**src/rtl/cfu_pkg.sv**
```systemverilog
package cfu_pkg;

  typedef enum logic [1:0] {
    EXP_LOW  = 2'd0,
    EXP_HIGH = 2'd1,
    EXP_MID  = 2'd2,
    EXP_MASK = 2'd3
  } exp_code_e;

  localparam logic ADDR_TALLY   = 1'b0;
  localparam logic ADDR_CAPTURE = 1'b1;

endpackage

```
**src/rtl/cfu_judge.sv**
```systemverilog
module cfu_judge
  import cfu_pkg::*;
(
  input  logic      take,
  input  exp_code_e code,
  input  logic      hi,
  input  logic      lo,
  output logic      miss
);

  logic mismatch;

  always_comb begin
    unique case (code)
      EXP_LOW:  mismatch = ~lo;
      EXP_HIGH: mismatch = ~hi;
      EXP_MID:  mismatch = hi | lo;
      default:  mismatch = 1'b0;
    endcase
  end

  assign miss = take & mismatch;

endmodule

```
**src/rtl/cfu_sat_counter.sv**
```systemverilog
module cfu_sat_counter #(
  parameter int W = 32
) (
  input  logic         clk,
  input  logic         rst_n,
  input  logic         clr,
  input  logic         inc,
  output logic [W-1:0] cnt
);

  localparam logic [W-1:0] TOP = {W{1'b1}};
  localparam logic [W-1:0] ONE = {{(W-1){1'b0}}, 1'b1};

  logic at_top;
  assign at_top = (cnt == TOP);

  always_ff @(posedge clk or negedge rst_n) begin
    if (!rst_n)             cnt <= '0;
    else if (clr)           cnt <= '0;
    else if (inc && !at_top) cnt <= cnt + ONE;
  end

endmodule

```
**src/rtl/cfu_capture_shift.sv**
```systemverilog
module cfu_capture_shift #(
  parameter int W = 4
) (
  input  logic         clk,
  input  logic         rst_n,
  input  logic         clr,
  input  logic         shift,
  input  logic         din,
  output logic [W-1:0] q
);

  logic [W-1:0] nxt;

  generate
    if (W == 1) begin : g_single
      assign nxt = din;
    end else begin : g_multi
      assign nxt = {q[W-2:0], din};
    end
  endgenerate

  always_ff @(posedge clk or negedge rst_n) begin
    if (!rst_n)     q <= '0;
    else if (clr)   q <= '0;
    else if (shift) q <= nxt;
  end

endmodule

```
**src/rtl/cfu_regport.sv**
```systemverilog
module cfu_regport
  import cfu_pkg::*;
#(
  parameter int DATA_W = 32,
  parameter int CNT_W  = 32,
  parameter int CAP_W  = 4
) (
  input  logic              addr,
  input  logic              wr,
  input  logic [DATA_W-1:0] wdata,
  input  logic [CNT_W-1:0]  tally,
  input  logic [CAP_W-1:0]  hist,
  output logic              clr,
  output logic [DATA_W-1:0] rdata
);

  logic [DATA_W-1:0] tally_ext;
  logic [DATA_W-1:0] hist_ext;

  generate
    if (CNT_W == DATA_W) begin : g_tally_full
      assign tally_ext = tally;
    end else begin : g_tally_pad
      assign tally_ext = {{(DATA_W-CNT_W){1'b0}}, tally};
    end
    if (CAP_W == DATA_W) begin : g_hist_full
      assign hist_ext = hist;
    end else begin : g_hist_pad
      assign hist_ext = {{(DATA_W-CAP_W){1'b0}}, hist};
    end
  endgenerate

  assign clr   = wr & (addr == ADDR_TALLY) & wdata[0];
  assign rdata = (addr == ADDR_CAPTURE) ? hist_ext : tally_ext;

endmodule

```
**src/rtl/cmp_fail_unit.sv**
```systemverilog
module cmp_fail_unit
  import cfu_pkg::*;
#(
  parameter int DATA_W = 32,
  parameter int CNT_W  = 32,
  parameter int CAP_W  = 4
) (
  input  logic              clk,
  input  logic              rst_n,
  input  logic              cmp_valid,
  output logic              cmp_ready,
  input  logic [1:0]        exp_code,
  input  logic              cmp_hi,
  input  logic              cmp_lo,
  output logic              fail_flag,
  output logic [CNT_W-1:0]  fail_count,
  output logic [CAP_W-1:0]  capture,
  input  logic              reg_addr,
  input  logic              reg_wr,
  input  logic [DATA_W-1:0] reg_wdata,
  output logic [DATA_W-1:0] reg_rdata
);

  logic ready_q;
  logic take;
  logic miss;
  logic clr;

  always_ff @(posedge clk or negedge rst_n) begin
    if (!rst_n) ready_q <= 1'b0;
    else        ready_q <= 1'b1;
  end

  assign cmp_ready = ready_q;
  assign take      = cmp_valid & ready_q;

  cfu_judge u_judge (
    .take (take),
    .code (exp_code_e'(exp_code)),
    .hi   (cmp_hi),
    .lo   (cmp_lo),
    .miss (miss)
  );

  always_ff @(posedge clk or negedge rst_n) begin
    if (!rst_n) fail_flag <= 1'b0;
    else        fail_flag <= miss;
  end

  cfu_sat_counter #(.W(CNT_W)) u_tally (
    .clk   (clk),
    .rst_n (rst_n),
    .clr   (clr),
    .inc   (miss),
    .cnt   (fail_count)
  );

  cfu_capture_shift #(.W(CAP_W)) u_hist (
    .clk   (clk),
    .rst_n (rst_n),
    .clr   (clr),
    .shift (take),
    .din   (cmp_hi),
    .q     (capture)
  );

  cfu_regport #(.DATA_W(DATA_W), .CNT_W(CNT_W), .CAP_W(CAP_W)) u_regs (
    .addr  (reg_addr),
    .wr    (reg_wr),
    .wdata (reg_wdata),
    .tally (fail_count),
    .hist  (capture),
    .clr   (clr),
    .rdata (reg_rdata)
  );

endmodule

```
**config.mk**
```make
export PLATFORM = sky130hd
export DESIGN_NAME = cmp_fail_unit
export DESIGN_NICKNAME = d
export VERILOG_FILES = /design/src/rtl/cfu_pkg.sv /design/src/rtl/cfu_judge.sv /design/src/rtl/cfu_sat_counter.sv /design/src/rtl/cfu_capture_shift.sv /design/src/rtl/cfu_regport.sv /design/src/rtl/cmp_fail_unit.sv
export SDC_FILE = /design/constraint.sdc
export NUM_CORES = 1
export LEC_CHECK = 0
export BUFFER_PORTS_ARGS = -buffer_cell sky130_fd_sc_hd__buf_4
export CAP_MARGIN = 20
export CORE_ASPECT_RATIO = 0.6
export CORE_UTILIZATION = 39
export CTS_CLUSTER_SIZE = 40
export DETAILED_ROUTE_END_ITERATION = 16
export PLACE_DENSITY = 0.76
export SYNTH_ARGS = -nofsm -noshare
export SYNTH_HDL_FRONTEND = slang
export SYNTH_HIERARCHICAL = 1
export SYNTH_SLANG_ARGS = --single-unit
```
**constraint.sdc**
```tcl
create_clock -name clk -period 5.2 [get_ports clk]
set_input_delay 0.78 -clock clk [delete_from_list [all_inputs] [get_ports clk]]
set_output_delay 0.78 -clock clk [all_outputs]
set_load 0.05 [all_outputs]
```
# After elaboration in Yosys (flattened, before gate mapping)

Index checks and enable logic that the tools add are counted.

Register bits: 38
Bits in latches: 0
Memories: 0
Memory bits (writable): 0
Memory bits (read-only): 0
Bits of input ports: 41

$mul: 0
Shifts and indexed selects: 0
Reduce and logical (&&, ||, !) cells: 5
Equality and inequality tests: 3
Multiplexer cells: 6
$lt $le $gt $ge: 0
Divide/modulo/power cells: 0
Bitwise operators: 8
Add/sub/neg operators: 1

Operator list:

| operator                                      | count |
|---|---|
| 2-to-1 mux 32 bit                             | 3 |
| adder 32 x 1 -> 32 bit, second input constant | 1 |
| == test 32 bit, second input constant         | 1 |
| 2-to-1 mux 4 bit                              | 2 |
| AND 1 bit                                     | 4 |
| nonzero test 2 bit                            | 2 |
| NOT 1 bit                                     | 3 |
| case mux 1 bit (3 select lines)               | 1 |
| == test 2 x 1 -> 1 bit, second input constant | 1 |
| == test 2 bit, second input constant          | 1 |
| logical NOT 2 bit                             | 1 |
| logical AND 1 bit                             | 1 |
| logical NOT 1 bit                             | 1 |
| bitwise OR 1 bit                              | 1 |

# Longest topological paths before layout

Gate-level depths: netlist of run 1.

Depth after elaboration: 6
Gate-level depth with buffers: 9
Depth with buffers taken out: 7

# By module

The synthesis of run 1 kept the hierarchy.

By module, submodules not included:

| module            | cells an instance | sequential area each (um^2) | instances | area each (um^2) |
|---|---|---|---|---|
| cfu_sat_counter   | 191               | 800.8                       | 1         | 1843.0 |
| cfu_regport       | 36                | 0.0                         | 1         | 254.0 |
| cfu_capture_shift | 13                | 100.1                       | 1         | 160.2 |
| cmp_fail_unit     | 4                 | 50.0                        | 1         | 60.1 |
| cfu_judge         | 4                 | 0.0                         | 1         | 31.3 |

# Worst setup path before layout of run 1

OpenSTA, ideal clock, no wires.

Kind: input-to-reg
From: input port exp_code[1]
To: register u_tally.cnt[16]
Stages: 9
Library setup time: 0.132 ns
Path buffers: 2
Slack: 2.560 ns
Data arrival time: 2.508 ns
Cell sequence: or3b_1 > and4_1 > clkbuf_2 > nand3_1 > or3_1 > clkbuf_1 > a2111oi_2 > xnor2_1 > nor2_1

Word-level cells in the longest chain between the ends: 5
Elaborated cells between the ends (all ways): 7
Classes of those cells: eq/ne: 2; mux: 1; bitwise: 1; reduce/logical: 3

Ends and longest elaborated chain:

| item                                        | line                  | source |
|---|---|---|
| start: declaration                          | cmp_fail_unit.sv:12   | `input logic [1:0] exp_code,` |
| == test 2 bit, or another cell as far along | cfu_judge.sv:14       | `unique case (code)` |
| case mux 1 bit (3 select lines) *           | cfu_judge.sv:14       |  |
| AND 1 bit *                                 | cfu_judge.sv:22       | `assign miss = take & mismatch;` |
| net miss                                    | cmp_fail_unit.sv:26   | `logic miss;` |
| logical AND 1 bit *                         | cfu_sat_counter.sv:20 | `else if (inc && !at_top) cnt <= cnt + ONE;` |
| nonzero test 2 bit (no line) *              | n/a                   |  |
| end signal: assignment                      | cfu_sat_counter.sv:20 |  |
| end: declaration                            | cfu_sat_counter.sv:8  | `output logic [W-1:0] cnt` |

The timed path passes the listed nets; every way through them passes the cells marked *.
A chain may end at the register's enable or synchronous reset.

# Worst setup path after layout of run 1

From: input port cmp_valid
To: register u_tally.cnt[18]

Word-level cells in the longest chain between the ends: 4

Ends and longest elaborated chain:

| item                         | line                  | source |
|---|---|---|
| start: declaration           | cmp_fail_unit.sv:10   | `input logic cmp_valid,` |
| AND 1 bit                    | cmp_fail_unit.sv:35   | `assign take = cmp_valid & ready_q;` |
| net take                     | cmp_fail_unit.sv:25   | `logic take;` |
| AND 1 bit                    | cfu_judge.sv:22       |  |
| net miss                     | cmp_fail_unit.sv:26   |  |
| logical AND 1 bit            | cfu_sat_counter.sv:20 |  |
| nonzero test 2 bit (no line) | n/a                   |  |

The timed path passes the listed nets, and every way through them passes these cells.

==> tab_implementation.tex, run 1 <==
\begin{tabular}{lr}
\hline
Metric & Value \\
\hline
\multicolumn{2}{l}{\textbf{Power and ir drop}} \\
Leakage power summed over all cells & 1.37 nW \\
Total power consumption of the routed design & 695 uW \\
Max VDD drop & 129 uV \\
PD cells & 227 nW/um\^{}2 \\
\multicolumn{2}{l}{\textbf{Finish}} \\
Finished layout cell area & 3060 um\^{}2 \\
Share of post-route cells with drive strength above 1 & 33.6\% \\
Layout-stage area growth over the synthesis result & 30.4\% \\
Final net count & 366 \\
Final core occ & 53.9\% \\
Number of cells in the finished layout apart from fillers & 404 \\
Diodes inserted & 0 \\
\multicolumn{2}{l}{\textbf{Route}} \\
Routed WL & 6460 um \\
\# DRC & 0 \\
Detailed router's first-iteration violation count & 233 \\
Via-per-instance ratio & 5.65 \\
First drt pass iteration count & 4 \\
Final ANT Viol Nets & 0 \\
Total vias in the final route & 2281 \\
Routed len/inst & 16.0 um \\
\multicolumn{2}{l}{\textbf{Logic synthesis}} \\
Fraction of the yosys area taken by sequential cells & 40.5\% \\
Share of async-settable or async-resettable flops after synthesis & 100\% \\
Total of warnings raised by yosys & 6 \\
Synth top cells by count & sky130\_fd\_sc\_hd\_\_dfrtp\_1 (38), sky130\_fd\_sc\_hd\_\_nor2b\_1 (28), sky130\_fd\_sc\_hd\_\_nor2\_1 (20) \\
Synth area leader & sky130\_fd\_sc\_hd\_\_dfrtp\_1 \\
Most frequently used cell type in the post-synthesis netlist & sky130\_fd\_sc\_hd\_\_dfrtp\_1 \\
Share of the synthesized area in the top cell type & 40.5\% \\
Netlist area before placement & 2350 um\^{}2 \\
Average footprint of a synthesized cell & 9.47 um\^{}2 \\
Register bit total from synthesis & 38 \\
Syn Nets & 290 \\
Top area cells in the synthesized netlist & sky130\_fd\_sc\_hd\_\_dfrtp\_1 (40\%), sky130\_fd\_sc\_hd\_\_nor2b\_1 (7.5\%), sky130\_fd\_sc\_hd\_\_xnor2\_1 (3.4\%), sky130\_fd\_sc\_hd\_\_a21oi\_1 (3.2\%), sky130\_fd\_sc\_hd\_\_nor2\_1 (3.2\%) \\
Most used flip-flop cell after synthesis & sky130\_fd\_sc\_hd\_\_dfrtp\_1 \\
Number of unique standard cell types used by synthesis & 48 \\
Gate Count Post-Synth & 248 \\
Number of enable flip-flop cells after synthesis & 0 \\
\multicolumn{2}{l}{\textbf{Timing}} \\
Final critical delay including setup and external delays & 2.91 ns \\
Slack of the critical path & 2.29 ns \\
Portion of the clock cycle consumed by the worst path in the final layout & 56.1\% \\
Worst slack on hold paths & 0.442 ns \\
Final Hold Vio Count & 0 \\
Worst Max-Slew Pin Slew & 0.632 ns \\
Final TNS setup & 0 ns \\
RSZ-0062 raised after global routing & no \\
Max-Slew Margin vs Limit & 57.7\% \\
Count of endpoints failing setup in the final report & 0 \\
Max-slew violation total from the final report & 0 \\
Timing-limited maximum frequency & 343 MHz \\
Final clock skew & 0.00327 ns \\
\multicolumn{2}{l}{\textbf{Critical path}} \\
Largest delay share family, worst path & simple AND/OR/NAND/NOR gates \\
Critical path buffer and inverter count & 1 \\
WS Path Type & primary input to flip-flop \\
Arrival time of data at the critical path endpoint & 3.08 ns \\
Cell-by-cell listing of the critical path & buf\_4 > and2\_1 > and4\_1 > nand3\_1 > or3\_1 > a2111oi\_2 > xnor2\_1 > nor2\_1 \\
Critical path launch point type & primary input \\
Worst Path Required & 5.37 ns \\
Endpoint type of the worst setup path & flip-flop \\
Biggest cell delay along the critical path & 0.57 ns \\
Critical-path top delay cell & sky130\_fd\_sc\_hd\_\_and4\_1 \\
Biggest fanout along the worst timing path & 9 \\
\multicolumn{2}{l}{\textbf{GRT}} \\
Number of antenna violations at the first check in global routing & 0 \\
Total congestion overflow & 0 \\
Total Routing Usage GR & 21.6\% \\
Number of global-route vias before repair & 2053 \\
Maximum number of pins on one net before global-route repair & 39 \\
Wire length of the first global-routing pass & 10600 um \\
\multicolumn{2}{l}{\textbf{Clocking}} \\
Number of buffers created by CTS & 5 \\
Number of buffers between clock root and the deepest sink & 2 \\
Clock tree from TritonCTS & built \\
H-tree levels & 2 \\
Hold buffers post-CTS & 0 \\
Clock transition at the registers of the reported paths & 0.07 ns \\
Post-cts sizing count & 0 \\
Insertion delay to the later sink of the worst-skew pair & 0.30 ns \\
Post-CTS Setup Repair Bufs & 0 \\
Total clock sinks & 38 \\
Clock Root Buffer & sky130\_fd\_sc\_hd\_\_clkbuf\_8 \\
\multicolumn{2}{l}{\textbf{Floorplan}} \\
Num rows & 21 \\
Height of the chip & 62.1 um \\
I/O pin count & 111 \\
Starting density of the core & 41.4\% \\
Die outline area & 6350 um\^{}2 \\
Core Area & 5680 um\^{}2 \\
DIE WIDTH & 102 um \\
\multicolumn{2}{l}{\textbf{Flow run}} \\
Max-capacitance violation count & 0 \\
\multicolumn{2}{l}{\textbf{Placed design}} \\
Instance area after placement & 2980 um\^{}2 \\
Count of buffers inserted at the top-level ports & 79 \\
Half-perimeter wire length of the detailed placement result & 4540 um \\
Placer Congestion & 0.857 \\
Placed cell count & 396 \\
Post-Place Worst Slack & 2.03 ns \\
\multicolumn{2}{l}{\textbf{Status}} \\
Result of the run & finished clean \\
\multicolumn{2}{l}{\textbf{Worst hold path}} \\
Worst min path class & primary input to async pin \\
\hline
\end{tabular}
layout make-up:
type,instances,area (um^2)
clock buffers,7,76.3
multi-input cells,194,1310
well taps,80,100
flip-flops and latches,38,951
fillers,538,2610
inverters,4,15.0
repair buffers,81,606
where the power goes:
part,switching (mW),internal [mW]
clock,0.104,0.0924
combinational,0.117,0.0498
sequential,0.0226,0.309
total,0.244,0.451
layer usage:
layer / vias to the layer above / global-route usage (%) / routed length (um)
li1: 1055 / - / -
met1: 1111 / 32.1 / 2970
met2: 105 / 31.5 / 2930
met3: 10 / 4.17 / 482
met4: 0 / 6.96 / 74
met5: - / 0 / 0
state kept, by name, indices dropped and copies added, names as in the netlist:
register,cells
u_hist/q,4
fail_flag,1
cmp_ready,1
u_tally/cnt,32
layout by cell type (no fill, tap or decap), types with 3 or more instances in the layout:
master and n:
sky130_fd_sc_hd__nand3_1 8, sky130_fd_sc_hd__nor4_1 7, sky130_fd_sc_hd__mux2_2 3, sky130_fd_sc_hd__dfrtp_1 38, sky130_fd_sc_hd__xor2_1 5, sky130_fd_sc_hd__or3_1 7
sky130_fd_sc_hd__nor3_1 3, sky130_fd_sc_hd__or4_1 6, sky130_fd_sc_hd__o21ai_0 10, sky130_fd_sc_hd__and4_1 3, sky130_fd_sc_hd__mux2i_1 5, sky130_fd_sc_hd__and3_1 3
sky130_fd_sc_hd__xnor2_1 9, sky130_fd_sc_hd__buf_4 80, sky130_fd_sc_hd__nand4_1 9, sky130_fd_sc_hd__clkbuf_8 5, sky130_fd_sc_hd__nand2_1 13, sky130_fd_sc_hd__inv_1 4
sky130_fd_sc_hd__nor2b_1 28, sky130_fd_sc_hd__nor2_1 20, sky130_fd_sc_hd__o31ai_1 7, sky130_fd_sc_hd__a21oi_1 15
worst paths after layout:
| path | to | slack (ns) | cells past startpoint | start |
|---|---|---|---|---|
| min in group clk | u_hist/q[3]$_DFFE_PN0P_ | 0.57 | 2 | u_hist/q[3]$_DFFE_PN0P_ |
| worst min register to register | u_hist/q[3]$_DFFE_PN0P_ | 0.57 | 2 | u_hist/q[3]$_DFFE_PN0P_ |
| worst max-delay path | u_tally/cnt[18]$_DFFE_PN0P_ | 2.29 | 8 | cmp_valid |
| max in group asynchronous | u_tally/cnt[5]$_DFFE_PN0P_ | 4.41 | 1 | rst_n |
| worst min-delay path | u_tally/cnt[16]$_DFFE_PN0P_ | 0.44 | 1 | rst_n |
| worst max register to register | u_tally/cnt[18]$_DFFE_PN0P_ | 2.49 | 7 | cmp_ready$_DFF_PN0_ |
worst register-to-register path, stage by stage, from the launching register on:
cell and delay, ns:
sky130_fd_sc_hd__dfrtp_1 0.34, sky130_fd_sc_hd__and2_1 0.30, sky130_fd_sc_hd__and4_1 0.57, sky130_fd_sc_hd__nand3_1 0.15, sky130_fd_sc_hd__or3_1 0.49, sky130_fd_sc_hd__a2111oi_2 0.50, sky130_fd_sc_hd__xnor2_1 0.17, sky130_fd_sc_hd__nor2_1 0.06
kinds of logic after synthesis:
group / synth area share [%]
and+or+nand+nor: 31.2
buffers and inverters: 3.57
other: 0.160
AOI/OAI and AO/OA: 14.7
muxes: 4.21
adders and majority gates: 0.533
xor gates and xnor gates: 5.22
DFF: 40.5
(Power assumes the default switching activity.)
==> inputs of run 2 (changes only) <==
Clock period 5.2 ns to 2.9 ns, I/O delays scaled along.
==> run 2 against run 1 <==
  * Die area stayed put
  * Non-clock buffer count is 2 higher
  * Worst setup slack worse by 1.9 ns
  * Register-to-register slack worse by 2.1 ns
  * Sequential share of layout area is 0.18 points lower
  * Sequential power is 80% higher
  * Clock-buffer cell count stayed put
  * Largest cell class unchanged
==> tab_implementation.tex, run 2 (same netlist as run 1, synthesis figures left out) <==
\begin{tabular}{lr}
\hline
Metric & Value \\
\hline
\multicolumn{2}{l}{\textbf{Status}} \\
Result of the run & finished clean \\
\multicolumn{2}{l}{\textbf{Finish}} \\
Largest register by flop count & u\_tally/cnt \\
Highest-count cells in the layout ignoring fill and taps & sky130\_fd\_sc\_hd\_\_buf\_4 (83), sky130\_fd\_sc\_hd\_\_dfrtp\_1 (38), sky130\_fd\_sc\_hd\_\_nor2b\_1 (28) \\
Finished layout cell area & 3080 um\^{}2 (+0.57\%) \\
Most common library cell in the layout ignoring fill and taps & sky130\_fd\_sc\_hd\_\_buf\_4 \\
Final core occ & 54.3\% (+0.31 points) \\
Final net count & 368 (+0.55\%) \\
Number of flip-flops under the largest register name & 32 (unchanged) \\
Share of post-route cells with drive strength above 1 & 34.0\% (+0.41 points) \\
Number of cells in the finished layout apart from fillers & 406 (+0.50\%) \\
Multi-input combinational cell area & 1310 um\^{}2 (unchanged) \\
Layout-stage area growth over the synthesis result & 31.1\% \\
Top Registers & u\_tally/cnt x32, u\_hist/q x4 \\
Diodes inserted & 0 (unchanged) \\
Fillcell total & 541 (+0.56\%) \\
Area taken by flip-flops and latches & 951 um\^{}2 (unchanged) \\
\multicolumn{2}{l}{\textbf{Timing}} \\
Worst Max-Slew Pin Slew & 0.573 ns (-0.0594 ns) \\
Portion of the clock cycle consumed by the worst path in the final layout & 85.3\% \\
Max-slew violation total from the final report & 0 (unchanged) \\
Worst slack on hold paths & 0.0959 ns (-0.346 ns) \\
Final Hold Vio Count & 0 (unchanged) \\
RSZ-0062 raised after global routing & no \\
Max-Slew Margin vs Limit & 61.8\% (+4.1 points) \\
Final clock skew & 0.00268 ns (-0.000588 ns) \\
Count of endpoints failing setup in the final report & 0 (unchanged) \\
Final TNS setup & 0 ns (unchanged) \\
Slack of the critical path & 0.425 ns (-1.86 ns) \\
Timing-limited maximum frequency & 404 MHz \\
Final critical delay including setup and external delays & 2.47 ns \\
\multicolumn{2}{l}{\textbf{Critical path}} \\
Endpoint type of the worst setup path & flip-flop \\
WS Path Type & flip-flop to flip-flop \\
Arrival time of data at the critical path endpoint & 2.62 ns (-0.46 ns) \\
Worst Path Required & 3.05 ns (-2.32 ns) \\
Critical-path top delay cell & sky130\_fd\_sc\_hd\_\_or4\_1 \\
Biggest fanout along the worst timing path & 12 (+3) \\
Cell-by-cell listing of the critical path & nand4\_2 > or4\_1 > o31ai\_4 > or4\_2 > a21oi\_1 \\
Critical path launch point type & flip-flop \\
Reg2reg path depth & 5 (-2) \\
Biggest cell delay along the critical path & 0.78 ns (+0.21 ns) \\
\multicolumn{2}{l}{\textbf{Floorplan}} \\
Die outline area & 6350 um\^{}2 (unchanged) \\
I/O pin count & 111 (unchanged) \\
Num rows & 21 (unchanged) \\
DIE WIDTH & 102 um (unchanged) \\
Height of the chip & 62.1 um (unchanged) \\
Core Area & 5680 um\^{}2 (unchanged) \\
Starting density of the core & 41.4\% (unchanged) \\
\multicolumn{2}{l}{\textbf{Clocking}} \\
Post-cts sizing count & 0 (unchanged) \\
Total clock sinks & 38 (unchanged) \\
H-tree levels & 2 (unchanged) \\
Number of buffers between clock root and the deepest sink & 2 (unchanged) \\
Post-CTS Setup Repair Bufs & 0 (unchanged) \\
Clock transition at the registers of the reported paths & 0.07 ns (about the same) \\
Number of buffers created by CTS & 5 (unchanged) \\
Insertion delay to the later sink of the worst-skew pair & 0.29 ns (about the same) \\
Hold buffers post-CTS & 0 (unchanged) \\
Clock tree from TritonCTS & built \\
Clock Root Buffer & sky130\_fd\_sc\_hd\_\_clkbuf\_8 \\
\multicolumn{2}{l}{\textbf{GRT}} \\
Number of antenna violations at the first check in global routing & 0 (unchanged) \\
Maximum number of pins on one net before global-route repair & 39 (unchanged) \\
Total congestion overflow & 0 (unchanged) \\
Number of global-route vias before repair & 2119 (+3.2\%) \\
Wire length of the first global-routing pass & 10100 um (-4.7\%) \\
Total Routing Usage GR & 20.6\% (-1.0 points) \\
\multicolumn{2}{l}{\textbf{Route}} \\
Total vias in the final route & 2207 (-3.2\%) \\
Detailed router's first-iteration violation count & 85 (-64\%) \\
Routed WL & 5970 um (-7.6\%) \\
\# DRC & 0 (unchanged) \\
Final ANT Viol Nets & 0 (unchanged) \\
Via-per-instance ratio & 5.44 (-3.7\%) \\
First drt pass iteration count & 4 (unchanged) \\
Routed len/inst & 14.7 um (-8.1\%) \\
\multicolumn{2}{l}{\textbf{Placed design}} \\
Post-Place Worst Slack & 0.426 ns (-1.60 ns) \\
Placed cell count & 399 (+0.76\%) \\
Instance area after placement & 3000 um\^{}2 (+0.76\%) \\
Placer Congestion & 0.838 (-2.3\%) \\
Count of buffers inserted at the top-level ports & 79 (unchanged) \\
Half-perimeter wire length of the detailed placement result & 4410 um (-3.1\%) \\
\multicolumn{2}{l}{\textbf{Power and ir drop}} \\
Combinational power share & 24.2\% (+0.2 points) \\
Max VDD drop & 248 uV (+92\%) \\
Relative contribution of sequential cells to total power & 48.3\% (+0.6 points) \\
Switching portion of total power & 34.4\% (-0.73 points) \\
Total power consumption of the routed design & 1.23 mW (+78\%) \\
Leakage power summed over all cells & 1.39 nW (+0.75\%) \\
Internal power & 810 uW (+80\%) \\
Psw & 425 uW (+74\%) \\
PD cells & 401 nW/um\^{}2 (+77\%) \\
Relative contribution of the clock network to total power & 27.5\% (-0.8 points) \\
\multicolumn{2}{l}{\textbf{Flow run}} \\
Max-capacitance violation count & 0 (unchanged) \\
\multicolumn{2}{l}{\textbf{Worst hold path}} \\
Worst min path class & primary input to async pin \\
\hline
\end{tabular}
## run 2: worst paths after layout
path                                                   from                          end  slack, ns
worst min register to register      u_hist/q[3]$_DFFE_PN0P_      u_hist/q[3]$_DFFE_PN0P_       0.57
min in group clk                                     cmp_hi      u_hist/q[0]$_DFFE_PN0P_       0.41
worst max-delay path            u_tally/cnt[27]$_DFFE_PN0P_  u_tally/cnt[25]$_DFFE_PN0P_       0.43
worst min-delay path                                  rst_n  u_tally/cnt[16]$_DFFE_PN0P_        0.1
max in group asynchronous                             rst_n      u_hist/q[1]$_DFFE_PN0P_       2.46
worst max register to register  u_tally/cnt[27]$_DFFE_PN0P_  u_tally/cnt[25]$_DFFE_PN0P_       0.43
## run 2: layout make-up
type,instances,share of cell area [%]
repair buffers,83,20.2
flip-flops and latches,38,30.9
inverters,4,0.488
clock buffers,7,2.48
multi-input cells,194,42.7
well taps,80,3.25
## run 2: worst max-delay path, delay by kind of cell, from the launching register on
family / cells / cell delay (ns)
AOI/OAI and AO/OA: 2 / 0.69
DFF: 1 / 0.46
and+or+nand+nor: 3 / 1.18
## run 2: power by group through the flow
stage	clock network, mW	logic, mW	registers [mW]
2_1_floorplan	0	0.121	0.683
3_3_place_gp	0	0.295	0.606
3_5_place_dp	0	0.301	0.605
4_1_cts	0.354	0.301	0.595
5_1_grt	0.376	0.314	0.603
6_report	0.339	0.299	0.596
## run 2: layer usage
| metal | share of wire, % | global-route usage [%] |
|---|---|---|
| met3 | 5.7 | 3.94 |
| met1 | 50 | 29.5 |
| met5 | 0 | 0 |
| met4 | 1.5 | 7.86 |
| met2 | 43 | 30.6 |
==> inputs of run 3 (changes only) <==
Clock period 2.9 ns to 2.4 ns, I/O delays scaled along.
==> run 3 against run 2 <==
  * Clock power is 23% higher
  * Critical path depth is 1 higher
  * Maximum frequency is 12% higher
  * Critical path type unchanged
  * Largest power group unchanged
  * Total power is 23% higher
  * Sequential share of layout area is 1.0 points lower
  * Sequential power is 16% higher
  * Non-clock buffer count is 12 higher
  * Worst setup slack worse by 0.24 ns
  * Sequential cell count stayed put
  * Combinational power is 38% higher
==> tab_implementation.tex, run 3 (same netlist as run 1, synthesis figures left out) <==
\begin{tabular}{lr}
\hline
Metric & Value \\
\hline
\multicolumn{2}{l}{\textbf{Finish}} \\
Finished layout cell area & 3190 um\^{}2 (+3.6\%) \\
Fillcell total & 537 (-0.74\%) \\
Most common library cell in the layout ignoring fill and taps & sky130\_fd\_sc\_hd\_\_buf\_4 \\
Number of flip-flops under the largest register name & 32 (unchanged) \\
Number of cells in the finished layout apart from fillers & 419 (+3.2\%) \\
Layout-stage area growth over the synthesis result & 35.9\% \\
Top Registers & u\_tally/cnt x32, u\_hist/q x4 \\
Share of post-route cells with drive strength above 1 & 36.9\% (+2.8 points) \\
Largest register by flop count & u\_tally/cnt \\
Highest-count cells in the layout ignoring fill and taps & sky130\_fd\_sc\_hd\_\_buf\_4 (94), sky130\_fd\_sc\_hd\_\_dfrtp\_1 (37), sky130\_fd\_sc\_hd\_\_nor2b\_1 (28) \\
Final net count & 380 (+3.3\%) \\
Diodes inserted & 0 (unchanged) \\
\multicolumn{2}{l}{\textbf{Critical path}} \\
Critical Path Start & u\_tally/cnt[2]\$\_DFFE\_PN0P\_ \\
RR Startpoint & u\_tally/cnt[2]\$\_DFFE\_PN0P\_ \\
Worst Path Required & 2.61 ns (-0.44 ns) \\
Critical path launch point type & flip-flop \\
Endpoint type of the worst setup path & flip-flop \\
Largest delay share family, worst path & simple AND/OR/NAND/NOR gates \\
Arrival time of data at the critical path endpoint & 2.43 ns (-0.19 ns) \\
Biggest cell delay along the critical path & 0.53 ns (-0.25 ns) \\
WS Path Type & flip-flop to flip-flop \\
Critical-path top delay cell & sky130\_fd\_sc\_hd\_\_or4\_2 \\
Biggest fanout along the worst timing path & 8 (-4) \\
Critical path buffer and inverter count & 1 (+1) \\
Cell-by-cell listing of the critical path & nand4\_2 > nor3\_2 > nand4\_1 > buf\_4 > or4\_2 > a21oi\_1 \\
\multicolumn{2}{l}{\textbf{Clocking}} \\
Insertion delay to the later sink of the worst-skew pair & 0.28 ns (about the same) \\
Number of buffers created by CTS & 5 (unchanged) \\
H-tree levels & 2 (unchanged) \\
Number of buffers between clock root and the deepest sink & 2 (unchanged) \\
Clock transition at the registers of the reported paths & 0.07 ns (about the same) \\
Hold buffers post-CTS & 0 (unchanged) \\
Clock tree from TritonCTS & built \\
Clock Root Buffer & sky130\_fd\_sc\_hd\_\_clkbuf\_8 \\
Total clock sinks & 38 (unchanged) \\
\multicolumn{2}{l}{\textbf{Timing}} \\
Final Hold Vio Count & 0 (unchanged) \\
Worst Max-Slew Pin Slew & 0.492 ns (-0.0802 ns) \\
Final TNS setup & 0 ns (unchanged) \\
Max-Slew Margin vs Limit & 67.0\% (+5.1 points) \\
Final clock skew & 0.00492 ns (+0.00224 ns) \\
RSZ-0062 raised after global routing & no \\
Timing-limited maximum frequency & 451 MHz (+12\%) \\
Portion of the clock cycle consumed by the worst path in the final layout & 92.3\% (+7.0 points) \\
Final critical delay including setup and external delays & 2.22 ns (-0.259 ns) \\
Count of endpoints failing setup in the final report & 0 (unchanged) \\
Max-slew violation total from the final report & 0 (unchanged) \\
Worst slack on hold paths & 0.0370 ns (-0.0589 ns) \\
\multicolumn{2}{l}{\textbf{GRT}} \\
Maximum number of pins on one net before global-route repair & 39 (unchanged) \\
Number of global-route vias before repair & 2082 (-1.7\%) \\
Total congestion overflow & 0 (unchanged) \\
Wire length of the first global-routing pass & 10200 um (+1.1\%) \\
Number of antenna violations at the first check in global routing & 0 (unchanged) \\
Total Routing Usage GR & 20.7\% (+0.13 points) \\
\multicolumn{2}{l}{\textbf{Worst hold path}} \\
Worst min path class & primary input to async pin \\
\multicolumn{2}{l}{\textbf{Placed design}} \\
Count of buffers inserted at the top-level ports & 79 (unchanged) \\
Placer Congestion & 0.858 (+2.4\%) \\
Half-perimeter wire length of the detailed placement result & 4510 um (+2.5\%) \\
Instance area after placement & 3080 um\^{}2 (+2.5\%) \\
Placed cell count & 409 (+2.5\%) \\
\multicolumn{2}{l}{\textbf{Flow run}} \\
Max-capacitance violation count & 0 (unchanged) \\
\multicolumn{2}{l}{\textbf{Power and ir drop}} \\
Relative contribution of sequential cells to total power & 45.5\% (-2.8 points) \\
Psw & 516 uW (+22\%) \\
Total power consumption of the routed design & 1.52 mW (+23\%) \\
Relative contribution of the clock network to total power & 27.4\% (about the same) \\
Switching portion of total power & 33.8\% (-0.55 points) \\
Max VDD drop & 274 uV (+11\%) \\
PD cells & 478 nW/um\^{}2 (+19\%) \\
Internal power & 1.01 mW (+25\%) \\
Combinational power share & 27.1\% (+2.9 points) \\
Leakage power summed over all cells & 1.45 nW (+4.9\%) \\
\multicolumn{2}{l}{\textbf{Route}} \\
Final ANT Viol Nets & 0 (unchanged) \\
Detailed router's first-iteration violation count & 117 (+38\%) \\
Routed len/inst & 15.0 um (+1.8\%) \\
Via-per-instance ratio & 5.45 (+0.19\%) \\
First drt pass iteration count & 5 (+1) \\
Total vias in the final route & 2282 (+3.4\%) \\
\# DRC & 0 (unchanged) \\
Routed WL & 6270 um (+5.0\%) \\
\multicolumn{2}{l}{\textbf{Floorplan}} \\
Starting density of the core & 41.4\% (unchanged) \\
I/O pin count & 111 (unchanged) \\
Die outline area & 6350 um\^{}2 (unchanged) \\
Height of the chip & 62.1 um (unchanged) \\
Num rows & 21 (unchanged) \\
DIE WIDTH & 102 um (unchanged) \\
Core Area & 5680 um\^{}2 (unchanged) \\
\multicolumn{2}{l}{\textbf{Status}} \\
Result of the run & finished clean \\
\hline
\end{tabular}
run 3: power groups by stage:
stage	Combinational, mW	Sequential (mW)	Clock, mW
floorplan	0.146	0.825	0
global placement	0.408	0.707	0
detailed placement	0.412	0.707	0
CTS	0.413	0.694	0.427
global route	0.441	0.699	0.456
finish	0.413	0.694	0.417
run 3: area by class of cell:
cell class	instances	area, um^2	area share (%)
multi-input combinational	194	1320	41.3
sequential	38	952	29.8
timing repair buffer	95	726	22.7
tap	80	100	3.14
clock buffer	8	80.1	2.51
inverter	4	15.0	0.471
run 3: worst reg2reg max path, stage by stage, from the launching register on:
cell                      delay (ns)
sky130_fd_sc_hd__dfrtp_1        0.47
sky130_fd_sc_hd__nand4_2        0.26
sky130_fd_sc_hd__nor3_2         0.37
sky130_fd_sc_hd__nand4_1        0.16
sky130_fd_sc_hd__buf_4          0.19
sky130_fd_sc_hd__or4_2          0.53
sky130_fd_sc_hd__a21oi_1        0.16
run 3: final timing paths:
| path | endpoint | slack [ns] | cells after the start |
|---|---|---|---|
| max | u_tally/cnt[25]$_DFFE_PN0P_ | 0.18 | 6 |
| max reg2reg | u_tally/cnt[25]$_DFFE_PN0P_ | 0.18 | 6 |
| min in group clk | u_hist/q[0]$_DFFE_PN0P_ | 0.34 | 3 |
| min reg2reg | u_hist/q[3]$_DFFE_PN0P_ | 0.57 | 2 |
| min | u_tally/cnt[30]$_DFFE_PN0P_ | 0.04 | 1 |
| max in group asynchronous | cmp_ready$_DFF_PN0_ | 2.01 | 1 |
run 3: timing repair:
item	4_1_cts	5_1_grt
buffers inserted	0	2
resized for setup	0	1
setup endpoints to repair	0	8
run 3: layer usage:
metal	share of wire (%)	track usage [%]
met3	6.2	3.94
met5	0	0
met4	0.24	4.29
met2	44	30.8
met1	50	31.3
run 3: per-stage QoR:
| stage | util (%) | setup slack (ns) |
|---|---|---|
| 2_1_floorplan | - | 0.0194 |
| 3_3_place_gp | 54.3 | 0.105 |
| 3_5_place_dp | 54.3 | 0.0561 |
| 4_1_cts | 55.7 | 0.0507 |
| 5_1_grt | 56.2 | 0.0728 |
| 6_report | 56.2 | 0.185 |
